## config.mk

```make
export PLATFORM = sky130hd
export DESIGN_NAME = pulse_capture_timer
export DESIGN_NICKNAME = d
export VERILOG_FILES = /design/src/rtl/pct_pkg.sv /design/src/rtl/pct_counter.sv /design/src/rtl/pct_sync_edge.sv /design/src/rtl/pct_channel.sv /design/src/rtl/pulse_capture_timer.sv
export SDC_FILE = /design/constraint.sdc
export NUM_CORES = 1
export LEC_CHECK = 0
export CAP_MARGIN = 20
export CORE_MARGIN = 2
export CORE_UTILIZATION = 40
export DETAILED_ROUTE_END_ITERATION = 8
export PLACE_DENSITY = 0.61
export SLEW_MARGIN = 5
export SYNTH_ARGS = -nofsm -noshare
export SYNTH_HDL_FRONTEND = slang
export SYNTH_SLANG_ARGS = --single-unit
```

## constraint.sdc

```tcl
create_clock -name clk -period 10.8 [get_ports clk]
set_input_delay 1.08 -clock clk [delete_from_list [all_inputs] [get_ports clk]]
set_output_delay 1.08 -clock clk [all_outputs]
set_load 0.03 [all_outputs]
```

## src/rtl/pct_pkg.sv

```systemverilog
package pct_pkg;

  typedef enum logic [1:0] {
    EM_RISE_FALL = 2'd0,
    EM_FALL_RISE = 2'd1,
    EM_RISE_RISE = 2'd2,
    EM_FALL_FALL = 2'd3
  } edge_mode_e;

  function automatic logic opens_on_rise(edge_mode_e m);
    return (m == EM_RISE_FALL) || (m == EM_RISE_RISE);
  endfunction

  function automatic logic closes_on_rise(edge_mode_e m);
    return (m == EM_FALL_RISE) || (m == EM_RISE_RISE);
  endfunction

endpackage

```

## src/rtl/pct_counter.sv

```systemverilog
module pct_counter #(
  parameter int CNT_W = 16
) (
  input  logic             clk,
  input  logic             rst,
  input  logic             count_en,
  input  logic             tick,
  input  logic             ovf_clr,
  output logic [CNT_W-1:0] count,
  output logic [CNT_W-1:0] cnt_nxt,
  output logic             wrap,
  output logic             ovf_flag,
  output logic             ovf_irq
);

  localparam logic [CNT_W-1:0] TOP = {CNT_W{1'b1}};

  always_comb begin
    wrap = count_en && tick && (count == TOP);
    if (!count_en)
      cnt_nxt = '0;
    else if (tick)
      cnt_nxt = count + 1'b1;
    else
      cnt_nxt = count;
  end

  always_ff @(posedge clk) begin
    if (rst) begin
      count    <= '0;
      ovf_flag <= 1'b0;
      ovf_irq  <= 1'b0;
    end else begin
      count    <= cnt_nxt;
      ovf_irq  <= wrap;
      ovf_flag <= wrap | (ovf_flag & ~ovf_clr);
    end
  end

endmodule

```

## src/rtl/pct_sync_edge.sv

```systemverilog
module pct_sync_edge #(
  parameter int STAGES = 2
) (
  input  logic clk,
  input  logic rst,
  input  logic din,
  output logic rise,
  output logic fall
);

  logic [STAGES:0] chain;

  always_ff @(posedge clk) begin
    if (rst)
      chain <= '0;
    else
      chain <= {chain[STAGES-1:0], din};
  end

  always_comb begin
    rise = chain[STAGES-1] & ~chain[STAGES];
    fall = ~chain[STAGES-1] & chain[STAGES];
  end

endmodule

```

## src/rtl/pct_channel.sv

```systemverilog
module pct_channel
  import pct_pkg::*;
#(
  parameter int CNT_W  = 16,
  parameter int WRAP_W = 8,
  localparam int RES_W = CNT_W + WRAP_W
) (
  input  logic             clk,
  input  logic             rst,
  input  edge_mode_e       mode,
  input  logic             rise,
  input  logic             fall,
  input  logic             wrap,
  input  logic [CNT_W-1:0] cnt_nxt,
  output logic [CNT_W-1:0] cap_val,
  output logic [RES_W-1:0] width,
  output logic             width_valid,
  output logic             wrap_sat
);

  localparam logic [WRAP_W-1:0] WRAP_MAX = {WRAP_W{1'b1}};

  logic              armed;
  logic [CNT_W-1:0]  d0;
  logic [WRAP_W-1:0] wraps;
  logic [WRAP_W-1:0] wraps_eff;
  logic              sat_hit;
  logic              open_ev;
  logic              close_ev;
  logic [RES_W-1:0]  width_nxt;

  always_comb begin
    open_ev   = !armed && (opens_on_rise(mode) ? rise : fall);
    close_ev  = armed && (closes_on_rise(mode) ? rise : fall);
    sat_hit   = wrap && (wraps == WRAP_MAX);
    wraps_eff = (wrap && !sat_hit) ? wraps + 1'b1 : wraps;
    width_nxt = {wraps_eff, {CNT_W{1'b0}}} + RES_W'(cnt_nxt) - RES_W'(d0);
  end

  always_ff @(posedge clk) begin
    if (rst) begin
      armed       <= 1'b0;
      d0          <= '0;
      wraps       <= '0;
      cap_val     <= '0;
      width       <= '0;
      width_valid <= 1'b0;
      wrap_sat    <= 1'b0;
    end else begin
      width_valid <= 1'b0;
      if (open_ev) begin
        armed    <= 1'b1;
        d0       <= cnt_nxt;
        cap_val  <= cnt_nxt;
        wraps    <= '0;
        wrap_sat <= 1'b0;
      end else if (armed) begin
        wraps <= wraps_eff;
        if (sat_hit)
          wrap_sat <= 1'b1;
        if (close_ev) begin
          armed       <= 1'b0;
          cap_val     <= cnt_nxt;
          width       <= width_nxt;
          width_valid <= 1'b1;
        end
      end
    end
  end

endmodule

```

## src/rtl/pulse_capture_timer.sv

```systemverilog
module pulse_capture_timer
  import pct_pkg::*;
#(
  parameter int NCH    = 4,
  parameter int CNT_W  = 16,
  parameter int WRAP_W = 8,
  localparam int RES_W = CNT_W + WRAP_W,
  localparam int SEL_W = (NCH > 1) ? $clog2(NCH) : 1
) (
  input  logic                 clk,
  input  logic                 rst,
  input  logic                 count_en,
  input  logic                 tick,
  input  logic                 ovf_clr,
  input  logic [NCH-1:0]       cap_in,
  input  logic [2*NCH-1:0]     edge_sel,
  input  logic [SEL_W-1:0]     rd_sel,
  output logic [CNT_W-1:0]     count,
  output logic                 ovf_flag,
  output logic                 ovf_irq,
  output logic [CNT_W-1:0]     rd_data,
  output logic [NCH*RES_W-1:0] width_out,
  output logic [NCH-1:0]       width_valid,
  output logic [NCH-1:0]       wrap_sat
);

  logic [CNT_W-1:0] cnt_nxt;
  logic             wrap;
  logic [CNT_W-1:0] cap_q [NCH];

  pct_counter #(.CNT_W(CNT_W)) u_counter (
    .clk      (clk),
    .rst      (rst),
    .count_en (count_en),
    .tick     (tick),
    .ovf_clr  (ovf_clr),
    .count    (count),
    .cnt_nxt  (cnt_nxt),
    .wrap     (wrap),
    .ovf_flag (ovf_flag),
    .ovf_irq  (ovf_irq)
  );

  for (genvar i = 0; i < NCH; i++) begin : g_ch
    logic rise;
    logic fall;

    pct_sync_edge #(.STAGES(2)) u_sync (
      .clk  (clk),
      .rst  (rst),
      .din  (cap_in[i]),
      .rise (rise),
      .fall (fall)
    );

    pct_channel #(.CNT_W(CNT_W), .WRAP_W(WRAP_W)) u_chan (
      .clk         (clk),
      .rst         (rst),
      .mode        (edge_mode_e'(edge_sel[2*i +: 2])),
      .rise        (rise),
      .fall        (fall),
      .wrap        (wrap),
      .cnt_nxt     (cnt_nxt),
      .cap_val     (cap_q[i]),
      .width       (width_out[RES_W*i +: RES_W]),
      .width_valid (width_valid[i]),
      .wrap_sat    (wrap_sat[i])
    );
  end

  always_ff @(posedge clk) begin
    if (rst)
      rd_data <= '0;
    else
      rd_data <= cap_q[rd_sel];
  end

endmodule

```

== Word-level counts from Yosys, hierarchy flattened ==
Cells that the tools add are included.

* Register bits: 314
* Bits of input ports: 19
* Output and inout bits: 138

* $add $sub $neg: 13
* $lt $le $gt $ge: 1
* Equal/unequal tests: 13
* Multiplexer cells: 45
* Bitwise gates (word level): 28
* Reductions and logical operators: 66

{| class="wikitable"
|+ Operator list
! operator !! number
|-
| $mux 16 || 16
|-
| $add 24x16->24 || 4
|-
| $sub 24x16->24 || 4
|-
| $add 8x1->8 const B || 4
|-
| $bmux 16 s2 || 1
|-
| $eq 8x8->1 const B || 4
|-
| $mux 8 || 4
|-
| $mux 1 || 24
|-
| $logic_and 1x1->1 || 18
|-
| $not 1->1 || 17
|-
| $add 16x1->16 const B || 1
|-
| $eq 16x16->1 const B || 1
|-
| $reduce_and 2->1 || 8
|-
| $reduce_bool 2->1 || 8
|-
| $reduce_and 3->1 || 4
|-
| $reduce_or 3->1 || 4
|-
| $and 1x1->1 || 9
|-
| $eq 2x1->1 const B || 4
|-
| $eq 2x2->1 const B || 4
|-
| $logic_not 1->1 || 8
|-
| $logic_not 2->1 || 4
|-
| $logic_or 1x1->1 || 8
|-
| $reduce_or 2->1 || 4
|-
| $ge 3x3->1 const B || 1
|-
| 2 further kinds || 2
|}

== Longest topological paths before layout ==
* Word-level depth: 8
* Gate-level depth with buffers: 16

== By module ==
Synthesis repeated with hierarchy kept, for this count alone.

* Cell total of the unflattened synthesis: 2,044
* Area, all modules: 16,900.0 um^2

{| class="wikitable"
|+ Modules (own cells, without submodules)
! module !! instances !! cells an instance !! area each (um^2)
|-
| pct_channel at g_ch[0].u_chan ... || 3 || 457 || 3,721.1
|-
| pct_channel at g_ch[3].u_chan || 1 || 453 || 3,643.5
|-
| pct_counter || 1 || 114 || 900.9
|-
| pulse_capture_timer || 1 || 74 || 827.0
|-
| pct_sync_edge || 4 || 8 || 91.3
|}

== Worst setup path before layout ==
OpenSTA, ideal clock, no wires.

* Path type: in2reg
* Start point: input port tick
* End point: register g_ch[0].u_chan.width[21]
* Setup time: 0.103 ns
* Arrival time: 4.333 ns
* Required time: 10.697 ns
* Path slack: 6.364 ns
* Cell stages on the path: 12
* Path through: nand4_1 or3_1 a21boi_1 ha_1 o21a_1 o21ai_0 o31ai_1 nor3_1 o31ai_1 a21boi_1 a31o_1 a2111oi_2

{| class="wikitable"
|+ RTL lines
! item !! RTL line !! RTL
|-
| from (decl) || pulse_capture_timer.sv:13 || <nowiki>input logic tick,</nowiki>
|-
| $mux 16 || pct_counter.sv:22 || <nowiki>else if (tick)</nowiki>
|-
| $mux 16 || pct_counter.sv:20 || <nowiki>if (!count_en)</nowiki>
|-
| net cnt_nxt[5] || pulse_capture_timer.sv:27 || <nowiki>logic [CNT_W-1:0] cnt_nxt;</nowiki>
|-
| $add 24x16->24 || pct_channel.sv:37 || <nowiki>width_nxt = {wraps_eff, {CNT_W{1'b0}}} + RES_W'(cnt_nxt) - RES_W'(d0);</nowiki>
|-
| $sub 24x16->24 || pct_channel.sv:37 ||
|-
| to (signal assigned) || pct_channel.sv:64 || <nowiki>width <= width_nxt;</nowiki>
|-
| to (decl) || pct_channel.sv:16 || <nowiki>output logic [RES_W-1:0] width,</nowiki>
|}

The timed path passes the listed nets, and every way through them passes these cells.
A chain may end at the register's enable or synchronous reset.

== Worst setup path in the final report ==
* Start point: input port count_en
* End point: register g_ch[0].u_chan.width[21]

* Longest elaborated chain between the ends: 8

{| class="wikitable"
|+ RTL lines
! item !! RTL line !! RTL
|-
| from (decl) || pulse_capture_timer.sv:12 || <nowiki>input logic count_en,</nowiki>
|-
| $logic_and 1x1->1 (2 in a row) || pct_counter.sv:19 || <nowiki>wrap = count_en && tick && (count == TOP);</nowiki>
|-
| $logic_and 1x1->1 || pct_channel.sv:35 || <nowiki>sat_hit = wrap && (wraps == WRAP_MAX);</nowiki>
|-
| $logic_not 1->1 || pct_channel.sv:36 || <nowiki>wraps_eff = (wrap && !sat_hit) ? wraps + 1'b1 : wraps;</nowiki>
|-
| $logic_and 1x1->1 || pct_channel.sv:36 ||
|-
| $mux 8 || pct_channel.sv:36 ||
|-
| $add 24x16->24 (*) || pct_channel.sv:37 ||
|-
| $sub 24x16->24 (*) || pct_channel.sv:37 ||
|}

Mark *: on every way between the ends. The rest lies on a longest branch, timed or not.

==> impl_metrics.env <==
export IMPL_cp_start_kind="input pin"
export IMPL_wl_um=46000
export IMPL_rows=74
export IMPL_finalCritPeriodShare_pct=49.05
export IMPL_gp_congestion=0.8934
export IMPL_crit_fanout=19
export IMPL_rsz0062_at_grt="false"
export IMPL_grt_max_degree=82
export IMPL_ioPinCount=157
export IMPL_final_nets=2260
export IMPL_postSynthCellCount=2074
export IMPL_syn2layout_area_growth_pct=18.28
export IMPL_core_area_um2=40740
export IMPL_syn_area_per_cell_um2=7.943
export IMPL_antenna_found_initial=0
export IMPL_reg2reg_depth=14
export IMPL_via_per_inst=5.321
export IMPL_dp_cells=2653
export IMPL_cap_viol_max_count=0
export IMPL_hold_depth=1
export IMPL_gr_total_overflow=0
export IMPL_wl_per_cell_um=16.94
export IMPL_cts_max_level=2
export IMPL_cts_tree="yes"
export IMPL_fin_crit_ps=5298
export IMPL_ir_drop_mv=0.09886
export IMPL_grt_first_pass_wirelength_um=73030
export IMPL_worst_pin_slew_ps=952.6
export IMPL_cts_resized=0
export IMPL_hpwlAfterDp_um=31790
export IMPL_leakagePower_nw=7.207
export IMPL_cts_sinks=314
export IMPL_die_area_um2=42820
export IMPL_syn_area_um2=16470
export IMPL_cp_arrival_ps=5720
export IMPL_yosysWarnings=0
export IMPL_instances_no_fill=2715
export IMPL_tns_ps=0
export IMPL_ys_seq_elements=314
export IMPL_clkTransAtPathRegs_ps=60
export IMPL_grt_pass1_vias=13720
export IMPL_finalMaxSlewViolations=0
export IMPL_numCtsBuffers=36
export IMPL_drtIter0Drc=937
export IMPL_status="complete, no violations"
export IMPL_cts_buffer_depth=3
export IMPL_yosys_cell_types_count=78
export IMPL_ys_seq_area_share_pct=38.16
export IMPL_hold_path_class="reg -> reg"
export IMPL_ant_nets=0
export IMPL_drt_pass1_iterations=7
export IMPL_finish_instance_area_um2=19480
export IMPL_required_ps=11220
export IMPL_cts_root_buffer="clkbuf_16"
export IMPL_syn_num_nets=2175
export IMPL_synth_edf_count=0
export IMPL_die_w_um=206.9
export IMPL_globalRouteTotalUtil_pct=21.47
export IMPL_path_class="in -> reg"
export IMPL_drc=0
export IMPL_initial_utilization_pct=40.44
export IMPL_max_freq_mhz=188.8
export IMPL_ys_async_sr_fraction_pct=0
export IMPL_end_kind="register"
export IMPL_vias=14450
export IMPL_cts_hold_buffers=0
export IMPL_clock_skew_ps=13.61
export IMPL_synth_ff_type="dfxtp_1"
export IMPL_finalSetupViolCount=0
export IMPL_place_area_um2=18340
export IMPL_port_buffers=156
export IMPL_power_density_nw_per_um2=127.3
export IMPL_die_h_um=206.9
export IMPL_finalHoldViolCount=0
export IMPL_cts_setup_buffers=0
export IMPL_diodes=0
export IMPL_clock_latency_ps=520
export IMPL_drive_gt1_share_pct=5.680
export IMPL_slew_headroom_pct=36.49
## layout by cell type (no fill, tap or decap), types with 11 or more instances in the layout
cell type	synthesis	routed
mux4_2	16	16
and3_1	18	18
a31oi_1	21	21
nand2b_1	28	28
buf_4	8	25
ha_1	78	78
a21o_1	21	21
a21oi_1	228	224
nand4_1	18	18
nor2_1	262	261
inv_1	92	91
xor2_1	54	54
dfxtp_1	314	314
clkbuf_1	104	11
nor2b_1	26	26
nor3_1	31	31
xnor2_1	59	59
clkdlybuf4s50_1	0	155
mux2i_1	13	13
nand3_1	58	58
nand2_1	292	292
and2_1	51	51
o21bai_1	11	11
o21a_1	12	12
a211oi_1	28	28
or3_1	22	22
clkbuf_16	0	37
o21ai_0	61	61
## through the flow
stage / power, mW / utilization (%) / worst slack, ps / hold WS (ps)
6_report: 2.480 / 47.83 / 5502 / 434.6
5_1_grt: 2.573 / 47.83 / 5182 / 461.0
4_1_cts: 2.512 / 47.83 / 5605 / 438.3
3_5_place_dp: 1.307 / 45.01 / 5071 / 428.6
3_3_place_gp: 1.306 / 45.01 / 5205 / 420.8
2_1_floorplan: 1.269 / - / 6364 / 413.8
## cells by family after synthesis
logic type / count (synthesis) / synth area share, %
compound gates: 454 / 16.69
xor+xnor: 114 / 6.175
fa+ha+maj: 82 / 6.410
buf+inv: 226 / 5.552
flops: 314 / 38.16
mux: 31 / 3.114
simple gates: 853 / 23.90
## registers in the layout, summed over array words and instances (netlist names)
signal	count
g_ch.u_chan.width_valid	4
u_counter.count	16
g_ch.u_chan.armed	4
u_counter.ovf_flag	1
g_ch.u_chan.wraps	32
g_ch.u_chan.d0	64
g_ch.u_chan.cap_val	64
g_ch.u_sync.chain	12
g_ch.u_chan.width	96
rd_data	16
u_counter.ovf_irq	1
g_ch.u_chan.wrap_sat	4
## routing by layer
metal / track usage [%] / part of all wire, % / vias up
met2: 36.50 / 47 / 378
met1: 28.19 / 45 / 6769
met3: 3.124 / 5.1 / 83
met4: 6.434 / 2.6 / 0
li1: - / - / 7216
met5: 0 / 0 / -
## power by group
part	internal [mW]	switching, mW
sequential	1.16	0.00518
combinational	0.0365	0.0763
clock	0.719	0.480
total	1.92	0.562
## final timing paths
| kind | startpoint | end | slack, ps |
|---|---|---|---|
| worst min register to register | g_ch[0].u_sync.chain[0] | g_ch[0].u_sync.chain[1] | 430 |
| worst min-delay path | g_ch[0].u_sync.chain[0] | g_ch[0].u_sync.chain[1] | 430 |
| worst max register to register | u_counter.count[0] | g_ch[3].u_chan.width[21] | 6270 |
| worst max-delay path | count_en | g_ch[0].u_chan.width[21] | 5500 |
## cells in the mapped netlist (4+ instances only)
master,instances,share of area [%]
o2111ai_1,5,0.27
nor4_1,8,0.30
buf_1,8,0.18
xor2_1,54,2.9
nand4_1,18,0.68
o31ai_1,9,0.41
nor2b_1,26,0.99
o21a_1,12,0.55
a311o_1,4,0.24
buf_4,8,0.36
a211o_1,7,0.37
xnor2_1,59,3.1
o21ai_0,61,1.9
nor2_1,262,6.0
nand2b_1,28,1.1
o21ai_1,7,0.21
a21oi_1,228,6.9
nor3_1,31,0.94
or3_1,22,0.84
a22o_1,4,0.21
and2_1,51,1.9
or2_2,8,0.30
a21o_1,21,0.96
mux2i_1,13,0.79
mux4_2,16,2.2
or4_1,8,0.36
a31oi_1,21,0.80
o21bai_1,11,0.50
clkbuf_1,104,2.4
nand3_1,58,1.8
o31a_1,4,0.21
and3_1,18,0.68
inv_1,92,2.1
buf_2,11,0.33
fa_1,4,0.49
ha_1,78,5.9
nand2_1,292,6.7
a211oi_1,28,1.3
dfxtp_1,314,38
nor3b_1,4,0.18
## area by class of cell
type | instances | area (um2)
well taps | 532 | 665.6
repair buffers | 181 | 1750
inverters | 92 | 345.3
fillers | 4002 | 21250
clock inverters | 8 | 97.59
clock buffers | 54 | 1050
flip-flops and latches | 314 | 6286
multi-input cells | 1534 | 9290
## worst max-delay path, stage by stage
cell and delay, ps:
clkdlybuf4s50_1 960, nor2b_1 800, buf_4 340, ha_1 160, nor2b_1 180, o2111ai_1 250, a21oi_1 300, nor3_1 130
o31ai_1 680, a21boi_1 210, a31o_1 260, a2111oi_2 350
(Power assumes the default switching activity.)
